### src/rtl/fbw_pkg.sv
package fbw_pkg;

    // Decoded, active-high control set captured in the input stage.
    typedef struct packed {
        logic en;
        logic clr;
        logic set;
        logic mask;
        logic mark;
    } fbw_ctl_t;

endpackage

### src/rtl/fbw_set_trig.sv
module fbw_set_trig (
    input  logic clk,
    input  logic rst_n,
    input  logic set_n,
    input  logic lvl_mode,
    output logic trig
);

    logic prev_d, prev_q;

    always_comb begin
        prev_d = set_n;
        trig   = !set_n && (lvl_mode || prev_q);
    end

    always_ff @(posedge clk or negedge rst_n) begin
        if (!rst_n) prev_q <= 1'b1;
        else        prev_q <= prev_d;
    end

    // in edge mode a trigger cannot repeat on the following sample
    assert_edge_single_R6: assert property (@(posedge clk) disable iff (!rst_n)
        (!lvl_mode && trig) |=> (lvl_mode || !trig));

endmodule

### src/rtl/fbw_in_stage.sv
module fbw_in_stage
    import fbw_pkg::*;
#(
    parameter int AW = 24,
    parameter int DW = 12
) (
    input  logic          clk,
    input  logic          rst_n,
    input  logic          wr_en_n,
    input  logic          clr_n,
    input  logic          set_n,
    input  logic          src_sel,
    input  logic          set_lvl,
    input  logic          mark_n,
    input  logic          wr_mask,
    input  logic [AW-1:0] ext_addr,
    input  logic [AW-1:0] cfg_addr,
    input  logic [DW-1:0] din,
    output fbw_ctl_t      ctl_o,
    output logic [AW-1:0] load_o,
    output logic [DW-1:0] data_o
);

    typedef struct packed {
        fbw_ctl_t      ctl;
        logic [AW-1:0] load;
        logic [DW-1:0] data;
    } stage_t;

    stage_t st_d, st_q;
    logic   trig;

    fbw_set_trig u_trig (
        .clk      (clk),
        .rst_n    (rst_n),
        .set_n    (set_n),
        .lvl_mode (set_lvl),
        .trig     (trig)
    );

    always_comb begin
        st_d.ctl.en   = !wr_en_n;
        st_d.ctl.clr  = !clr_n;
        st_d.ctl.set  = trig;
        st_d.ctl.mask = wr_mask;
        st_d.ctl.mark = !mark_n;
        st_d.load     = src_sel ? ext_addr : cfg_addr;
        st_d.data     = din;
    end

    always_ff @(posedge clk or negedge rst_n) begin
        if (!rst_n) st_q <= '0;
        else        st_q <= st_d;
    end

    assign ctl_o  = st_q.ctl;
    assign load_o = st_q.load;
    assign data_o = st_q.data;

endmodule

### src/rtl/fbw_addr_core.sv
module fbw_addr_core
    import fbw_pkg::*;
#(
    parameter int AW = 24,
    parameter int DW = 12
) (
    input  logic          clk,
    input  logic          rst_n,
    input  fbw_ctl_t      ctl_i,
    input  logic [AW-1:0] load_i,
    input  logic [DW-1:0] data_i,
    output logic [AW-1:0] addr_o,
    output logic          we_o,
    output logic [DW-1:0] data_o,
    output logic [AW-1:0] mark_o
);

    localparam logic [AW-1:0] STEP = AW'(1);

    typedef struct packed {
        logic [AW-1:0] addr;
        logic          we;
        logic [DW-1:0] data;
        logic [AW-1:0] mark;
    } core_t;

    core_t cs_d, cs_q;

    always_comb begin
        cs_d    = cs_q;
        cs_d.we = 1'b0;
        if (ctl_i.en) begin
            cs_d.we   = !ctl_i.mask;
            cs_d.data = data_i;
            if (ctl_i.clr)      cs_d.addr = '0;
            else if (ctl_i.set) cs_d.addr = load_i;
            else                cs_d.addr = cs_q.addr + STEP;
        end
        if (ctl_i.mark) cs_d.mark = cs_q.addr;
    end

    always_ff @(posedge clk or negedge rst_n) begin
        if (!rst_n) cs_q <= '0;
        else        cs_q <= cs_d;
    end

    assign addr_o = cs_q.addr;
    assign we_o   = cs_q.we;
    assign data_o = cs_q.data;
    assign mark_o = cs_q.mark;

    assert_idle_hold_R2: assert property (@(posedge clk) disable iff (!rst_n)
        !ctl_i.en |=> ($stable(cs_q.addr) && !cs_q.we));

    assert_seq_step_R3: assert property (@(posedge clk) disable iff (!rst_n)
        (ctl_i.en && !ctl_i.clr && !ctl_i.set) |=> (cs_q.addr == $past(cs_q.addr) + STEP));

    assert_clr_zero_R4: assert property (@(posedge clk) disable iff (!rst_n)
        (ctl_i.en && ctl_i.clr) |=> (cs_q.addr == '0));

    assert_mask_strobe_R9: assert property (@(posedge clk) disable iff (!rst_n)
        (ctl_i.en && ctl_i.mask) |=> !cs_q.we);

endmodule

### src/rtl/fbw_ptr_top.sv
module fbw_ptr_top
    import fbw_pkg::*;
#(
    parameter int AW = 24,
    parameter int DW = 12
) (
    input  logic          clk,
    input  logic          rst_n,
    input  logic          wr_en_n,
    input  logic          clr_n,
    input  logic          set_n,
    input  logic          src_sel,
    input  logic          set_lvl,
    input  logic          mark_n,
    input  logic          wr_mask,
    input  logic [AW-1:0] ext_addr,
    input  logic [AW-1:0] cfg_addr,
    input  logic [DW-1:0] din,
    output logic [AW-1:0] wr_addr,
    output logic          mem_we,
    output logic [DW-1:0] mem_data,
    output logic [AW-1:0] mark_addr
);

    fbw_ctl_t      ctl;
    logic [AW-1:0] load;
    logic [DW-1:0] s1_data;

    fbw_in_stage #(.AW(AW), .DW(DW)) u_in (
        .clk      (clk),
        .rst_n    (rst_n),
        .wr_en_n  (wr_en_n),
        .clr_n    (clr_n),
        .set_n    (set_n),
        .src_sel  (src_sel),
        .set_lvl  (set_lvl),
        .mark_n   (mark_n),
        .wr_mask  (wr_mask),
        .ext_addr (ext_addr),
        .cfg_addr (cfg_addr),
        .din      (din),
        .ctl_o    (ctl),
        .load_o   (load),
        .data_o   (s1_data)
    );

    fbw_addr_core #(.AW(AW), .DW(DW)) u_core (
        .clk    (clk),
        .rst_n  (rst_n),
        .ctl_i  (ctl),
        .load_i (load),
        .data_i (s1_data),
        .addr_o (wr_addr),
        .we_o   (mem_we),
        .data_o (mem_data),
        .mark_o (mark_addr)
    );

    // Edges seen since reset release; port-level checks look two samples back.
    logic [1:0] age_d, age_q;
    always_comb age_d = (age_q == 2'd3) ? age_q : age_q + 2'd1;
    always_ff @(posedge clk or negedge rst_n) begin
        if (!rst_n) age_q <= '0;
        else        age_q <= age_d;
    end

    assert_mark_copy_R8: assert property (@(posedge clk) disable iff (!rst_n)
        (age_q >= 2'd2 && $past(!mark_n, 2)) |-> (mark_addr == $past(wr_addr)));

    assert_mark_only_R8: assert property (@(posedge clk) disable iff (!rst_n)
        (age_q >= 2'd2 && !$stable(mark_addr)) |-> $past(!mark_n, 2));

    assert_ext_load_R5: assert property (@(posedge clk) disable iff (!rst_n)
        (age_q >= 2'd2 && $past(!wr_en_n && clr_n && src_sel && set_lvl && !set_n, 2))
        |-> (wr_addr == $past(ext_addr, 2)));

    assert_mask_port_R9: assert property (@(posedge clk) disable iff (!rst_n)
        (age_q >= 2'd2 && $past(!wr_en_n && wr_mask, 2)) |-> !mem_we);

endmodule

### config.mk
export PLATFORM = sky130hd
export DESIGN_NAME = fbw_ptr_top
export DESIGN_NICKNAME = d
export VERILOG_FILES = /design/src/rtl/fbw_pkg.sv /design/src/rtl/fbw_set_trig.sv /design/src/rtl/fbw_in_stage.sv /design/src/rtl/fbw_addr_core.sv /design/src/rtl/fbw_ptr_top.sv
export SDC_FILE = /design/constraint.sdc
export NUM_CORES = 1
export LEC_CHECK = 0
export BUFFER_PORTS_ARGS = -buffer_cell sky130_fd_sc_hd__buf_2
export CORE_MARGIN = 2
export CORE_UTILIZATION = 45
export DETAILED_ROUTE_END_ITERATION = 16
export PLACE_DENSITY_LB_ADDON = 0.2
export SYNTH_ARGS = -nofsm -noshare
export SYNTH_HDL_FRONTEND = slang
export SYNTH_SLANG_ARGS = --single-unit
### constraint.sdc
create_clock -name clk -period 1.7 [get_ports clk]
set_input_delay 0.34 -clock clk [delete_from_list [all_inputs] [get_ports clk]]
set_output_delay 0.34 -clock clk [all_outputs]
set_load 0.03 [all_outputs]
* Word-level counts from Yosys, hierarchy flattened
Cells that the tools add are included.
** Storage, ports and cells
- Register bits after elaboration :: 103
- Word-level logic and storage cells :: 24
** Operators by class
- $add $sub $neg :: 1
- Muxes and demuxes :: 4
- Reduce and logical (&&, ||, !) cells :: 7
** Operator list (number)
- $mux W24 :: 3
- $add A24 B1 Y24 const B :: 1
- $mux W13 :: 1
- $logic_not A1 Y1 :: 5
- $logic_and A1 B1 Y1 :: 1
- $logic_or A1 B1 Y1 :: 1

* Logic depth before layout (Yosys ltp)
- Depth after elaboration :: 3
- Mapped depth :: 6
- Depth with buffers taken out :: 6

* Cells and area by module
From an unflattened synthesis, not the netlist that was laid out.
** Unflattened totals
- Cell total of the unflattened synthesis :: 342
- Area, all modules :: 4386.7 um^2
** Modules (own cells, without submodules)
- fbw_addr_core :: times used 1, cells each 269, area each 2916.5 um^2
- fbw_in_stage :: times used 1, cells each 71, area each 1433.9 um^2
- fbw_set_trig :: times used 1, cells each 2, area each 36.3 um^2

* Worst setup path before layout
No wires, ideal clock.
- Path type :: register -> register
- Start :: reg u_core.cs_q (netlist bit u_core.addr_o[0])
- End :: reg u_core.cs_q (netlist bit u_core.addr_o[16])
- Library setup time :: 0.144 ns
- Arrival :: 1.803 ns
- Data required time :: 1.556 ns
- Setup slack :: -0.247 ns
- Cell stages (with the launch flop) :: 7
- Period minus slack after synthesis :: 1.947 ns
- Path through :: dfrtp_1 -> ha_1 -> nand4_2 -> nor4_4 -> a21oi_1 -> o21ai_1 -> o311ai_1
** On the way
- Longest elaborated chain between the ends :: 3
** Ends and longest elaborated chain
- from (decl) :: RTL line fbw_addr_core.sv:27 : core_t cs_d, cs_q;
- from (signal assigned) :: RTL line fbw_addr_core.sv:44 : else cs_q <= cs_d;
- $add A24 B1 Y24 :: RTL line fbw_addr_core.sv:37 : else cs_d.addr = cs_q.addr + STEP;
- $mux W24 :: RTL line fbw_addr_core.sv:36 : else if (ctl_i.set) cs_d.addr = load_i;
- $mux W24 :: RTL line fbw_addr_core.sv:35 : if (ctl_i.clr) cs_d.addr = '0;
No other way between the ends.
A chain may end at the register's enable or synchronous reset.

* Final worst setup path
- Start :: reg u_core.cs_q (netlist bit u_core.addr_o[9])
- End :: reg u_core.cs_q (netlist bit u_core.addr_o[19])
The elaborated chain is that of the path after synthesis.

==> tab_implementation.tex <==
\begin{tabular}{lr}
\hline
Metric & Value \\
\hline
\multicolumn{2}{l}{\textbf{Route}} \\
\quad Drt total wl & 9810 µm \\
\quad DR DRC count & 0 \\
\quad Routed via count divided by cell count & 5.35 \\
\quad Post-DR wirelength/cell & 16.1 µm \\
\quad Total iterations of the first detailed-routing run & 4 \\
\quad Number of antenna-violating nets in the routed design & 0 \\
\quad Initial DRC count & 120 \\
\quad Routed vias & 3256 \\
\multicolumn{2}{l}{\textbf{Logic synthesis}} \\
\quad Post-Synthesis Cells & 339 \\
\quad Area share of the largest cell type after synthesis & 0.603 \\
\quad Dominant cell type by area after synthesis & dfrtp\_1 \\
\quad Number of different library cells in the post-synthesis netlist & 45 \\
\quad Most frequent cells after synthesis & dfrtp\_1 (102), mux2\_2 (61), nand2\_1 (30) \\
\quad EDFF count, synth & 0 \\
\quad Largest cells by area after synthesis & dfrtp\_1 (60\%), mux2\_2 (16\%), nand2\_1 (2.7\%), o21ai\_0 (1.8\%), nor2\_1 (1.7\%) \\
\quad Area of the mapped netlist & 0.00423 mm² \\
\quad Synthesized area per cell & 12.5 µm² \\
\quad Number of synthesis warnings & 0 \\
\quad Number of flip-flops and latches in the synthesized netlist & 103 \\
\quad Most repeated cell in the gate-level netlist after synthesis & dfrtp\_1 \\
\quad Top FF cell, synth & dfrtp\_1 \\
\quad Post-synth ARST share & 1.00 \\
\quad Portion of the post-synthesis area used by sequential elements & 0.609 \\
\quad Number of nets produced by synthesis & 409 \\
\multicolumn{2}{l}{\textbf{STA}} \\
\quad Worst slew slack as a fraction of its limit & 0.733 \\
\quad Worst-margin pin slew & 0.401 ns \\
\quad Clk\_skew & 0.00669 ns \\
\quad Fin. Hold Viols & 0 \\
\quad Count of endpoints failing setup in the final report & 0 \\
\quad Share of the cycle needed by the critical path after routing & 0.975 \\
\quad Achievable Freq & 603 MHz \\
\quad Period minus WS final & 1.66 ns \\
\quad Accumulated negative setup slack & 0 ns \\
\quad Final Max Slew Viols & 0 \\
\quad Setup repair after global routing missed its margin & yes \\
\quad Worst hold slack & 0.0733 ns \\
\multicolumn{2}{l}{\textbf{CTS}} \\
\quad Largest buffer count on any clock path & 2 \\
\quad Clock edge transition at the registers on the reported setup and hold paths & 0.10 ns \\
\quad Clock root cell & clkbuf\_8 \\
\quad Clock latency of the later-clocked register in the worst-skew pair & 0.36 ns \\
\quad TritonCTS clock tree & yes \\
\quad Number of sinks handled by clock tree synthesis & 103 \\
\quad Maximum level of the CTS H-tree & 3 \\
\quad CTS Buf Count & 9 \\
\multicolumn{2}{l}{\textbf{Floorplanning}} \\
\quad Die width & 101 µm \\
\quad Total core area & 0.00920 mm² \\
\quad Initial Utilization & 0.460 \\
\quad Die Footprint & 0.0102 mm² \\
\quad Die height & 101 µm \\
\quad Row cnt & 35 \\
\quad Number of primary I/O pins & 130 \\
\multicolumn{2}{l}{\textbf{Final layout}} \\
\quad Final standard cell area without fillers & 0.00544 mm² \\
\quad Layout cell share with drive strength beyond 1 & 0.514 \\
\quad Layout net count & 563 \\
\quad Number of antenna repair diodes & 0 \\
\quad Synthesis-to-finish area growth & 28.4\% \\
\multicolumn{2}{l}{\textbf{Worst setup path}} \\
\quad Critical path endpoint category & flip-flop \\
\quad Cell type of the slowest stage on the worst timing path & dfrtp\_1 \\
\quad Peak fanout along the critical path & 7 \\
\quad Cell-by-cell trace of the critical path & nand2\_1, nor4\_4, buf\_4, and2\_4, a21oi\_1, a221o\_1 \\
\quad Category of the most critical setup path & flip-flop to flip-flop \\
\quad Max stage delay on crit path & 0.45 ns \\
\quad Worst EP required & 1.95 ns \\
\quad Startpoint type of the worst setup path & flip-flop \\
\quad Data arrival time of the critical path & 1.91 ns \\
\multicolumn{2}{l}{\textbf{Placement}} \\
\quad Placed cell area & 0.00518 mm² \\
\quad Weighted congestion reported at the end of routability-driven placement & 0.834 \\
\quad Post-DP HPWL & 7020 µm \\
\quad Count of buffers inserted at the top-level ports & 129 \\
\multicolumn{2}{l}{\textbf{Pwr}} \\
\quad VDD IR-drop max & 0.000620 V \\
\quad Power density over cell area & 974 mW/mm² \\
\quad Pleak & 0.00266 µW \\
\multicolumn{2}{l}{\textbf{Worst hold path}} \\
\quad Hold crit path type & input port to flip-flop \\
\multicolumn{2}{l}{\textbf{Global route}} \\
\quad Pin count of the biggest net entering global routing & 55 \\
\quad Leftover overflow at the end of global routing & 0 \\
\quad Wire length of the first global-routing pass & 15600 µm \\
\quad Number of antenna violations at the first check in global routing & 0 \\
\quad Vias in the first global route & 3193 \\
\quad Total routing usage reported by global routing & 0.199 \\
\multicolumn{2}{l}{\textbf{Outcome}} \\
\quad Outcome & finished, final reports clean \\
\multicolumn{2}{l}{\textbf{Flow run}} \\
\quad Number of maximum-capacitance violations & 0 \\
\hline
\end{tabular}
state kept, by name, indices dropped and copies added (netlist names):
register,count
u_in.load_o,24
u_in.data_o,12
u_in.ctl_o,5
u_core.we_o,1
u_core.mark_o,24
u_core.addr_o,24
u_core.data_o,12
u_in.u_trig.prev_q,1
power breakdown:
| part | total, µW | switching [µW] | internal [µW] | leakage, µW |
|---|---|---|---|---|
| registers | 2800 | 136 | 2660 | 0.00127 |
| logic | 1030 | 630 | 400 | 0.00130 |
| clock network | 1460 | 869 | 595 | 0.0000886 |
critical path: cells and delay by family (launching register included):
family / cells / cell delay, ns
buffers and inverters: 1 / 0.18
AOI/OAI and AO/OA: 2 / 0.33
DFF: 1 / 0.45
and+or+nand+nor: 3 / 0.60
layout by cell type, fill, tap and decap left out, types with 3 or more instances in the layout:
master,count
clkinvlp_4,3
buf_2,128
dfrtp_2,9
buf_4,29
dfrtp_1,93
nand3_1,14
inv_1,7
nor4_1,4
nor2_1,19
a221o_1,3
clkbuf_8,10
o21ai_1,7
o21ai_0,15
mux2_2,61
nor3_1,5
nand2_1,30
a21oi_1,13
nand4_1,3
a22oi_1,3
cells by family after synthesis:
| logic type | count (synthesis) | synth area share |
|---|---|---|
| simple gates | 90 | 0.111 |
| fa+ha+maj | 1 | 0.00295 |
| compound gates | 59 | 0.0907 |
| flops | 103 | 0.609 |
| buf+inv | 24 | 0.0213 |
| mux | 62 | 0.165 |
area by class of cell:
| type | instances | area (µm²) |
|---|---|---|
| Fill cell | 803 | 3760 |
| Timing Repair Buffer | 160 | 908 |
| Clock buffer | 10 | 138 |
| Sequential cell | 103 | 2590 |
| Inverter | 7 | 26.3 |
| Tap cell | 111 | 139 |
| Clock inverter | 6 | 53.8 |
| Multi-Input combinational cell | 212 | 1580 |
final timing paths:
kind | slack [ns] | from | cells past startpoint | to
min in group asynchronous | 0.50 | rst_n | 3 | u_core.mark_o[2]
worst max register to register | 0.04 | u_core.addr_o[9] | 6 | u_core.addr_o[19]
worst min register to register | 0.43 | u_in.ctl_o[1] | 1 | u_core.we_o
worst max-delay path | 0.04 | u_core.addr_o[9] | 6 | u_core.addr_o[19]
worst min-delay path | 0.07 | din[8] | 1 | u_in.data_o[8]
max in group asynchronous | 0.88 | rst_n | 3 | u_in.u_trig.prev_q
timing repair:
| action | CTS | global route |
|---|---|---|
| buffers inserted | 2 | 4 |
| endpoints found under the hold margin | 102 | 0 |
| hold buffers | 1 | 0 |
| endpoints found under the setup margin | 4 | 11 |
| pin swaps | 1 | 2 |
| resized for setup | 1 | 1 |
per-layer routing:
layer  part of all wire  vias to the layer above  track usage  wire length, µm
met2               0.49                      123        0.321             4790
met5                  0                        -            0                0
met4              0.010                        0       0.0728              100
met3              0.060                        9       0.0465              587
met1               0.44                     1592        0.265             4330
li1                   -                     1532            -                -
through the flow:
step / util / std cells / total power [µW] / worst slack (ns)
after global placement: 0.563 / 586 / 3850 / 0.0140
after global routing: 0.591 / 609 / 5540 / -0.0326
after CTS: 0.588 / 605 / 5350 / 0.00181
after detailed placement: 0.563 / 586 / 3870 / -0.0665
after floorplan: - / 339 / 3430 / -0.0272
final: 0.591 / 609 / 5290 / 0.0419
(Power assumes the default switching activity.)
